### src/rtl/pred_pkg.sv
package pred_pkg;

    typedef enum logic [2:0] {
        REL_EQ  = 3'd0,
        REL_NE  = 3'd1,
        REL_SLT = 3'd2,
        REL_SLE = 3'd3,
        REL_SGT = 3'd4,
        REL_SGE = 3'd5,
        REL_ULT = 3'd6,
        REL_UGE = 3'd7
    } rel_e;

endpackage

### src/rtl/pred_rel_eval.sv
module pred_rel_eval #(
    parameter int DATA_W = 32
) (
    input  pred_pkg::rel_e    rel,
    input  logic [DATA_W-1:0] opnd_a,
    input  logic [DATA_W-1:0] opnd_b,
    output logic              hit
);
    logic eq_w;
    logic slt_w;
    logic ult_w;

    assign eq_w  = (opnd_a == opnd_b);
    assign slt_w = ($signed(opnd_a) < $signed(opnd_b));
    assign ult_w = (opnd_a < opnd_b);

    always_comb begin
        unique case (rel)
            pred_pkg::REL_EQ:  hit = eq_w;
            pred_pkg::REL_NE:  hit = !eq_w;
            pred_pkg::REL_SLT: hit = slt_w;
            pred_pkg::REL_SLE: hit = slt_w || eq_w;
            pred_pkg::REL_SGT: hit = !(slt_w || eq_w);
            pred_pkg::REL_SGE: hit = !slt_w;
            pred_pkg::REL_ULT: hit = ult_w;
            pred_pkg::REL_UGE: hit = !ult_w;
            default:           hit = 1'b0;
        endcase
    end
endmodule

### src/rtl/pred_slot_gen.sv
module pred_slot_gen #(
    parameter int NUM_PREDS = 16,
    parameter int DATA_W    = 32,
    localparam int IDX_W    = $clog2(NUM_PREDS),
    localparam int PAIR_W   = IDX_W - 1
) (
    input  logic                 slot_valid,
    input  pred_pkg::rel_e       rel,
    input  logic [DATA_W-1:0]    opnd_a,
    input  logic [DATA_W-1:0]    opnd_b,
    input  logic [PAIR_W-1:0]    pair,
    input  logic [IDX_W-1:0]     guard,
    input  logic [NUM_PREDS-1:0] preds_q,
    output logic [NUM_PREDS-1:0] wr_mask,
    output logic [NUM_PREDS-1:0] wr_val
);
    logic rel_hit;
    logic guard_ok;

    pred_rel_eval #(.DATA_W(DATA_W)) u_rel (
        .rel    (rel),
        .opnd_a (opnd_a),
        .opnd_b (opnd_b),
        .hit    (rel_hit)
    );

    // guard reads registered state: no same-cycle bypass
    assign guard_ok = preds_q[guard];

    always_comb begin
        for (int i = 0; i < NUM_PREDS; i++) begin
            wr_mask[i] = slot_valid && (i != 0) && (PAIR_W'(i >> 1) == pair);
            wr_val[i]  = guard_ok && ((i % 2 == 1) ? !rel_hit : rel_hit);
        end
    end
endmodule

### src/rtl/pred_query_port.sv
module pred_query_port #(
    parameter int NUM_PREDS = 16,
    localparam int IDX_W    = $clog2(NUM_PREDS)
) (
    input  logic                 op_valid,
    input  logic [IDX_W-1:0]     op_idx,
    input  logic [NUM_PREDS-1:0] preds_q,
    output logic                 commit
);
    assign commit = op_valid && preds_q[op_idx];
endmodule

### src/rtl/pred_file_top.sv
module pred_file_top #(
    parameter int NUM_PREDS = 16,
    parameter int DATA_W    = 32,
    parameter int NUM_SLOTS = 2,
    parameter int NUM_QUERY = 3
) (
    input  logic                                        clk,
    input  logic                                        rst_n,
    input  logic [NUM_SLOTS-1:0]                        cmp_valid,
    input  logic [NUM_SLOTS-1:0][2:0]                   cmp_op,
    input  logic [NUM_SLOTS-1:0][DATA_W-1:0]            cmp_src_a,
    input  logic [NUM_SLOTS-1:0][DATA_W-1:0]            cmp_src_b,
    input  logic [NUM_SLOTS-1:0][$clog2(NUM_PREDS)-2:0] cmp_pair,
    input  logic [NUM_SLOTS-1:0][$clog2(NUM_PREDS)-1:0] cmp_guard,
    input  logic [NUM_QUERY-1:0]                        qry_valid,
    input  logic [NUM_QUERY-1:0][$clog2(NUM_PREDS)-1:0] qry_idx,
    output logic [NUM_QUERY-1:0]                        qry_commit,
    output logic [NUM_PREDS-1:0]                        pred_vec
);
    localparam logic [NUM_PREDS-1:0] RESET_PREDS = NUM_PREDS'(1);

    typedef struct packed {
        logic [NUM_PREDS-1:0] preds;
    } pred_state_t;

    pred_state_t state_d, state_q;

    logic [NUM_SLOTS-1:0][NUM_PREDS-1:0] slot_mask;
    logic [NUM_SLOTS-1:0][NUM_PREDS-1:0] slot_val;

    for (genvar s = 0; s < NUM_SLOTS; s++) begin : g_slot
        pred_slot_gen #(
            .NUM_PREDS (NUM_PREDS),
            .DATA_W    (DATA_W)
        ) u_slot (
            .slot_valid (cmp_valid[s]),
            .rel        (pred_pkg::rel_e'(cmp_op[s])),
            .opnd_a     (cmp_src_a[s]),
            .opnd_b     (cmp_src_b[s]),
            .pair       (cmp_pair[s]),
            .guard      (cmp_guard[s]),
            .preds_q    (state_q.preds),
            .wr_mask    (slot_mask[s]),
            .wr_val     (slot_val[s])
        );
    end

    for (genvar k = 0; k < NUM_QUERY; k++) begin : g_qry
        pred_query_port #(.NUM_PREDS(NUM_PREDS)) u_qry (
            .op_valid (qry_valid[k]),
            .op_idx   (qry_idx[k]),
            .preds_q  (state_q.preds),
            .commit   (qry_commit[k])
        );
    end

    // later slots overwrite earlier ones: higher slot wins per flag
    always_comb begin
        state_d = state_q;
        for (int s = 0; s < NUM_SLOTS; s++) begin
            state_d.preds = (state_d.preds & ~slot_mask[s])
                          | (slot_val[s] & slot_mask[s]);
        end
        state_d.preds[0] = 1'b1;
    end

    always_ff @(posedge clk or negedge rst_n) begin
        if (!rst_n) begin
            state_q.preds <= RESET_PREDS;
        end else begin
            state_q <= state_d;
        end
    end

    assign pred_vec = state_q.preds;
endmodule

### config.mk
export PLATFORM = sky130hd
export DESIGN_NAME = pred_file_top
export DESIGN_NICKNAME = d
export VERILOG_FILES = /design/src/rtl/pred_pkg.sv /design/src/rtl/pred_rel_eval.sv /design/src/rtl/pred_slot_gen.sv /design/src/rtl/pred_query_port.sv /design/src/rtl/pred_file_top.sv
export SDC_FILE = /design/constraint.sdc
export NUM_CORES = 1
export LEC_CHECK = 0
export BUFFER_PORTS_ARGS = -buffer_cell sky130_fd_sc_hd__buf_2
export CORE_ASPECT_RATIO = 0.9
export CORE_MARGIN = 2
export CORE_UTILIZATION = 40
export CTS_BUF_LIST = sky130_fd_sc_hd__clkbuf_8
export CTS_CLUSTER_SIZE = 40
export DETAILED_ROUTE_END_ITERATION = 6
export PLACE_DENSITY = 0.84
export SYNTH_ARGS = -nofsm -noshare
export SYNTH_HDL_FRONTEND = slang
export SYNTH_SLANG_ARGS = --single-unit
export TNS_END_PERCENT = 1
### constraint.sdc
create_clock -name clk -period 4.6 [get_ports clk]
set_clock_uncertainty 0.05 [all_clocks]
set_input_delay 0 -clock clk [delete_from_list [all_inputs] [get_ports clk]]
set_output_delay 0 -clock clk [all_outputs]
set_load 0.01 [all_outputs]
==> out/metrics.csv, run 1 <==
stage;metric;value;unit
run_status;status;finished, final reports clean;
floorplanning;die_width;101.6;µm
floorplanning;ios;186;
clock_tree;tritoncts;done;
clock_tree;clkSlewWorstSetupHoldPaths;70;ps
detailed_routing;remaining_drc_errors;0;
power;clock_power_share;0.121;
synth;synth-edff-count;0;
clock_tree;post_cts.repair.setup_buffers;0;
synth;synth_cell_type_count;54;
synth;yosys-top-cells-count;sky130_fd_sc_hd__inv_1, sky130_fd_sc_hd__ha_1, sky130_fd_sc_hd__nand2_1;
power;p_int;0.4992;mW
critical_path;critical-path-top-delay-family;compound AO/OA/AOI/OAI gates;
power;finalPower;0.8709;mW
place;dp_hpwl;8656;µm
critical_path;crit_type;input port to register;
timing;report.final.setup_viol;0;
synth;synthCells;416;
critical_path;critical_path.max_stage_delay;810;ps
synth;synth_top_area_share;0.2336;
timing;final_max_slew_violation_count;0;
critical_path;worst_setup_path_start_kind;input port;
global_route;grt_max_degree;16;
synth;synth_xor_area_frac;0;
synth;synth_compound_gate_area_share;0.1682;
timing;max_freq;0.3498;GHz
finish;nets;827;
detailed_routing;detailedRoute.firstIterationViolations;166;
synth;post_synth_and_or_nand_nor_area_fraction;0.2117;
detailed_routing;via_per_inst;5.462;
critical_path;worstPathBufferInverterCount;1;
timing;final_hold_viols;0;
finish;antenna_cells;0;
timing;total_negative_setup_slacks;0;ps
power;power.share.switching;0.4268;
critical_path;cp-end-kind;register;
power;pwr_density_cell;194.6;mW/mm²
critical_path;critPathArrivalTime;2940;ps
synth;postSynth.topFlopCell;sky130_fd_sc_hd__dfrtp_1;
flow_run;cap_violations;0;
synth;seq_cells_post_synth;15;
finish;layout-drive-gt1-share;0.3681;
clock_tree;numClockSinks;15;
global_route;first_global_vias;3868;
global_route;grt_usage;0.2075;
timing;final_min_period_over_clock_period;0.6215;
timing;finalWorstPathRequiredPeriod;2859;ps
synth;syn-num-nets;647;
floorplanning;initial_core_utilization;0.4058;
clock_tree;clk-insertion-delay-late;250;ps
power;seqPwrFrac;0.287;
finish;post_layout_nonfiller_instances;714;
floorplanning;die-height;91.83;µm
place;placed_cells_incl_taps;709;
power;vdd_drop_max;0.08899;mV
place;placement.io_buffers;184;
power;power.combinational.fraction;0.592;
finish;area_growth_syn_to_layout;30.55;%
floorplanning;die-area;0.009328;mm²
synth;yosys.area_share.adder;0.2336;
detailed_routing;drt_pass1_iterations;5;
detailed_routing;routed_wire_length_per_instance;14.11;µm
detailed_routing;routed-via-count;3900;
critical_path;worstPathMaxFanout;15;
floorplanning;floorplan.core_area;0.008448;mm²
global_route;grt.overflow.total;0;
floorplanning;placementRows;32;
critical_path;worst-endpoint-required;4680;ps
clock_tree;cts-root-buf;sky130_fd_sc_hd__clkbuf_8;
place;place_congestion;0.9031;
clock_tree;tritoncts.num_buffers;3;
critical_path;crit_top_cell;sky130_fd_sc_hd__mux2_2;
detailed_routing;final_antenna_net_count;0;
global_route;grt_first_pass_wirelength;16200;µm
clock_tree;clock_path_buffers;2;
timing;worstMarginPinSlew;1033;ps
synth;proportion_of_synthesized_area_in_mux_cells;0.1788;
worst_hold_path;hold_path_class;input port to register;
detailed_routing;drt_wl_total;10070;µm
synth;largest_family_of_logic_cells_by_synthesized_area;adder cells;
synth;ys_async_sr_fraction;1.000;
clock_tree;cts-htree-levels;1;
timing;grt_setup_unrepaired;false;
timing;maxSlewHeadroom;0.3102;
synth;synth.avg_cell_area;8.241;µm²
synth;yosysWarnings;0;
critical_path;critical-path-slowest-cell;sky130_fd_sc_hd__a211oi_2;
synth;yosys.cell_count.top_type;sky130_fd_sc_hd__inv_1;
power;net-switching-power;0.3717;mW
synth;synth.top_cells.by_area;sky130_fd_sc_hd__ha_1, sky130_fd_sc_hd__mux4_2, sky130_fd_sc_hd__dfrtp_1;
synth;synth_largest_area_cell;sky130_fd_sc_hd__ha_1;
critical_path;cp_cell_sequence;buf_2, ha_1, nand4_4, nor4_1, nand2_1, mux2_2, o21ai_0, nor3_1, a211oi_2, o31ai_1, mux2_2;
power;total_leakage_power;2.478;nW
global_route;antenna_found_initial;0;
synth;synth.yosys.seq_area_share;0.1095;
synth;total_standard_cell_area_after_synthesis;0.003428;mm²
[path summary, 6_finish.rpt]
kind	start	endpoint	slack, ps	depth (start not counted)
worst min register to register	register	register	710	3
max in group asynchronous	rst_n	async pin	4080	2
worst max register to register	register	register	2410	5
min in group asynchronous	rst_n	async pin	150	2
worst min-delay path	cmp_pair[4]	register	80	3
worst max-delay path	cmp_src_a[31]	register	1740	11
[power groups by stage]
| stage | sequential [mW] | clock [mW] | combinational, mW |
|---|---|---|---|
| floorplan | 0.228 | 0 | 0.328 |
| global placement | 0.245 | 0 | 0.491 |
| detailed placement | 0.249 | 0 | 0.515 |
| CTS | 0.247 | 0.107 | 0.517 |
| global route | 0.253 | 0.115 | 0.573 |
| finish | 0.250 | 0.105 | 0.516 |
[worst register-to-register path, delay by kind of cell (launching register included)]
kind / cells / cell delay (ps)
muxes: 2 / 800
AOI/OAI and AO/OA: 3 / 750
DFF: 1 / 470
[cell families after synthesis]
family	after synthesis
AOI/OAI and AO/OA	87
adders and majority gates	64
buffers and inverters	78
DFF	15
muxes	37
other	1
and+or+nand+nor	134
[layout make-up]
class,count,area (µm²)
multi-input combinational,323,2720
sequential,15,375.4
timing repair buffer,185,930.9
clock inverter,1,3.754
fill,799,3973
tap,119,148.9
inverter,68,255.2
clock buffer,3,41.29
[metal layers]
layer | global-route usage | vias to the layer above | part of all wire
li1 | - | 1904 | -
met1 | 0.2374 | 1813 | 0.38
met2 | 0.4046 | 171 | 0.53
met3 | 0.01829 | 12 | 0.072
met4 | 0.05068 | 0 | 0.011
met5 | 0 | - | 0
[placed cells by master (no fill, tap or decap), types with 2 or more instances in the layout]
cell                       synthesis  final
sky130_fd_sc_hd__a221oi_1          4      4
sky130_fd_sc_hd__a21boi_0          2      2
sky130_fd_sc_hd__nand2_1          36     36
sky130_fd_sc_hd__o31a_1            2      2
sky130_fd_sc_hd__nand3_1          13     13
sky130_fd_sc_hd__a21o_1            2      2
sky130_fd_sc_hd__mux4_2           19     19
sky130_fd_sc_hd__a21oi_1          31     31
sky130_fd_sc_hd__dfrtp_1          15     15
sky130_fd_sc_hd__a31oi_1           4      4
sky130_fd_sc_hd__nor3b_1           4      4
sky130_fd_sc_hd__inv_1            68     69
sky130_fd_sc_hd__nor4_1            4      4
sky130_fd_sc_hd__o211ai_1          3      3
sky130_fd_sc_hd__a22oi_1          13     13
sky130_fd_sc_hd__nand4_1          18     18
sky130_fd_sc_hd__and3_1            2      2
sky130_fd_sc_hd__ha_1             64     64
sky130_fd_sc_hd__o31ai_1           3      3
sky130_fd_sc_hd__nor3_1            9      9
sky130_fd_sc_hd__buf_2             1    184
sky130_fd_sc_hd__clkbuf_8          0      3
sky130_fd_sc_hd__nor3_2            3      3
sky130_fd_sc_hd__o21ai_0           8      8
sky130_fd_sc_hd__nor2_1           20     20
sky130_fd_sc_hd__nor2b_1           6      6
sky130_fd_sc_hd__nand4b_1          4      4
sky130_fd_sc_hd__and2_1            4      4
sky130_fd_sc_hd__o22a_1            4      4
sky130_fd_sc_hd__mux2_2            4      4
sky130_fd_sc_hd__or4_1             2      2
sky130_fd_sc_hd__mux2i_1          14     14
sky130_fd_sc_hd__and4_1            2      2
sky130_fd_sc_hd__nand2b_1          2      2
[repair_timing]
item	4_1_cts	5_1_grt
setup endpoints to repair	0	0
resized for setup	0	0
endpoints found under the hold margin	15	0
hold buffers	1	0
[through the flow]
stage	worst slack (ps)	util	hold slack [ps]	area [µm²]
final	1741	0.5298	79.42	4476
after global routing	1411	0.5298	99.02	4476
after CTS	1751	0.5298	79.84	4476
after detailed placement	1493	0.5233	-119.8	4420
after global placement	1606	0.5233	-129.5	4420
after floorplan	2132	-	-345.6	3428
Note: power is estimated with default switching activity, not from simulation.
==> inputs of run 2 (changes only) <==
--- a/config.mk
+++ b/config.mk
@@ -12,7 +12,7 @@
 export CTS_BUF_LIST = sky130_fd_sc_hd__clkbuf_8
 export CTS_CLUSTER_SIZE = 40
 export DETAILED_ROUTE_END_ITERATION = 6
-export PLACE_DENSITY = 0.84
+export PLACE_DENSITY = 0.87
 export SYNTH_ARGS = -nofsm -noshare
 export SYNTH_HDL_FRONTEND = slang
 export SYNTH_SLANG_ARGS = --single-unit
==> constraint.sdc (replaced) <==
create_clock -name clk -period 2.63 [get_ports clk]
set_clock_uncertainty 0.05 [all_clocks]
set_input_delay 0 -clock clk [delete_from_list [all_inputs] [get_ports clk]]
set_output_delay 0 -clock clk [all_outputs]
set_load 0.01 [all_outputs]
==> out/metrics.csv, run 2 (synthesis gave the netlist of run 1 again) <==
stage;metric;value;unit
timing;maxSlewHeadroom;0.5779;
timing;worstMarginPinSlew;631.7;ps
detailed_routing;final_antenna_net_count;0;
detailed_routing;routed-via-count;3887;
floorplanning;ios;186;
critical_path;cp-end-kind;register;
clock_tree;tritoncts;done;
floorplanning;die_width;101.6;µm
place;placement.io_buffers;184;
power;power.share.switching;0.4211;
clock_tree;tritoncts.num_buffers;3;
finish;mostFrequentLayoutCells;sky130_fd_sc_hd__buf_2, sky130_fd_sc_hd__inv_1, sky130_fd_sc_hd__ha_1;
floorplanning;die-area;0.009328;mm²
timing;grt_setup_unrepaired;true;
detailed_routing;remaining_drc_errors;0;
global_route;globalRouteMet1Util;0.2358;
finish;final_common_cell;sky130_fd_sc_hd__buf_2;
worst_hold_path;hold_path_class;input port to register;
clock_tree;clkSlewWorstSetupHoldPaths;70;ps
global_route;first_global_vias;3917;
run_status;status;finished, final reports clean;
critical_path;critPathArrivalTime;2660;ps
clock_tree;cts-root-buf;sky130_fd_sc_hd__clkbuf_8;
critical_path;worstPathMaxFanout;7;
critical_path;worst_setup_path_start_kind;input port;
finish;final_area;0.004634;mm²
timing;final_hold_viols;0;
place;worst_setup_slack_post_dpl;-437.6;ps
finish;layout-drive-gt1-share;0.3924;
floorplanning;die-height;91.83;µm
power;net-switching-power;0.6638;mW
power;seqPwrFrac;0.262;
detailed_routing;drt_wl_total;10240;µm
timing;report.final.setup_viol;0;
detailed_routing;routed_wire_length_per_instance;14.07;µm
clock_tree;numClockSinks;15;
critical_path;r2r_cells;5;
floorplanning;initial_core_utilization;0.4058;
finish;nets;841;
power;clock_power_share;0.122;
timing;finalWorstPathRequiredPeriod;2513;ps
global_route;grt_usage;0.2098;
critical_path;crit_type;input port to register;
timing;fin_ws;116.7;ps
power;vdd_drop_max;0.2281;mV
global_route;grt.overflow.total;0;
detailed_routing;drt_pass1_iterations;4;
clock_tree;cts-htree-levels;1;
floorplanning;floorplan.core_area;0.008448;mm²
power;power.combinational.fraction;0.615;
floorplanning;placementRows;32;
place;place_congestion;0.8667;
timing;final_max_slew_violation_count;0;
detailed_routing;via_per_inst;5.339;
global_route;busiest_layer;met2;
global_route;globalRouteMet2Util;0.4161;
power;total_leakage_power;2.548;nW
global_route;global_route.usage.met3;0.02058;
place;placedInstanceArea;0.004511;mm²
critical_path;timing.reg2reg.setup_slack;500;ps
clock_tree;clk-insertion-delay-late;250;ps
flow_run;cap_violations;0;
critical_path;cp-startpoint;cmp_src_a[7];
global_route;grt_max_degree;16;
clock_tree;clock_path_buffers;2;
critical_path;worst-endpoint-required;2770;ps
detailed_routing;detailedRoute.firstIterationViolations;142;
place;dp_hpwl;8708;µm
finish;antenna_cells;0;
power;pwr_density_cell;340.1;mW/mm²
timing;final_min_period_over_clock_period;0.9556;
global_route;antenna_found_initial;0;
global_route;grt_first_pass_wirelength;16410;µm
timing;max_freq;0.3979;GHz
finish;area_growth_syn_to_layout;35.18;%
timing;total_negative_setup_slacks;0;ps
power;p_int;0.9125;mW
[run 2: changes by cell type in the layout (fill, tap and decap cells not counted), sizes merged]
cell / before / now
clkinvlp: 0 / 1
a211oi: 2 / 3
inv: 69 / 68
buf: 184 / 197
[run 2: area by class of cell]
cell class                 instances  area, µm²
inverter                          68      255.2
sequential                        15      375.4
tap                              119      148.9
timing repair buffer             198       1028
fill                             771       3814
multi-input combinational        324       2778
clock buffer                       3      41.29
clock inverter                     1      7.507
[run 2: worst max-delay path: stages]
cell                       delay, ps
sky130_fd_sc_hd__buf_2           100
sky130_fd_sc_hd__ha_1            330
sky130_fd_sc_hd__a21oi_2         140
sky130_fd_sc_hd__o21ai_1          80
sky130_fd_sc_hd__a221o_1         350
sky130_fd_sc_hd__o31a_1          290
sky130_fd_sc_hd__or4_4           510
sky130_fd_sc_hd__a31oi_4         210
sky130_fd_sc_hd__a211oi_4        130
sky130_fd_sc_hd__buf_4           180
sky130_fd_sc_hd__nor3_1          170
sky130_fd_sc_hd__o22a_1          160
[run 2: worst min path at each step]
| stage | from | end | depth (start not counted) |
|---|---|---|---|
| floorplan | rst_n | async pin | 0 |
| global placement | rst_n | async pin | 1 |
| detailed placement | rst_n | async pin | 1 |
| CTS | cmp_pair[4] | register | 3 |
| global route | cmp_pair[3] | register | 3 |
| finish | cmp_pair[4] | register | 3 |
[run 2: per-stage QoR]
| step | total power, mW | hold slack (ps) | std cells | util |
|---|---|---|---|---|
| 3_3_place_gp | 1.302 | -129.6 | 721 | 0.5339 |
| 3_5_place_dp | 1.349 | -126.7 | 721 | 0.5339 |
| 4_1_cts | 1.549 | 85.85 | 726 | 0.5418 |
| 6_report | 1.576 | 82.75 | 728 | 0.5486 |
| 2_1_floorplan | 0.9721 | -345.6 | 416 | - |
| 5_1_grt | 1.704 | 121.3 | 728 | 0.5486 |
[run 2: layer usage]
metal | vias up | share of wire
li1 | 1941 | -
met1 | 1789 | 0.40
met2 | 147 | 0.53
met3 | 10 | 0.067
met4 | 0 | 0.011
met5 | - | 0
[run 2: timing repair]
action,in CTS,in global routing
hold buffers,1,0
setup endpoints to repair,13,15
setup buffers,0,1
endpoints found under the hold margin,15,0
gates resized for setup,1,7
pin swaps,0,3
cloned,0,1
[run 2: power by group through the flow]
stage	clock [mW]	combinational, mW	sequential (mW)
floorplan	0	0.573	0.399
global placement	0	0.889	0.412
detailed placement	0	0.934	0.414
CTS	0.194	0.945	0.410
global route	0.205	1.07	0.427
finish	0.193	0.970	0.414
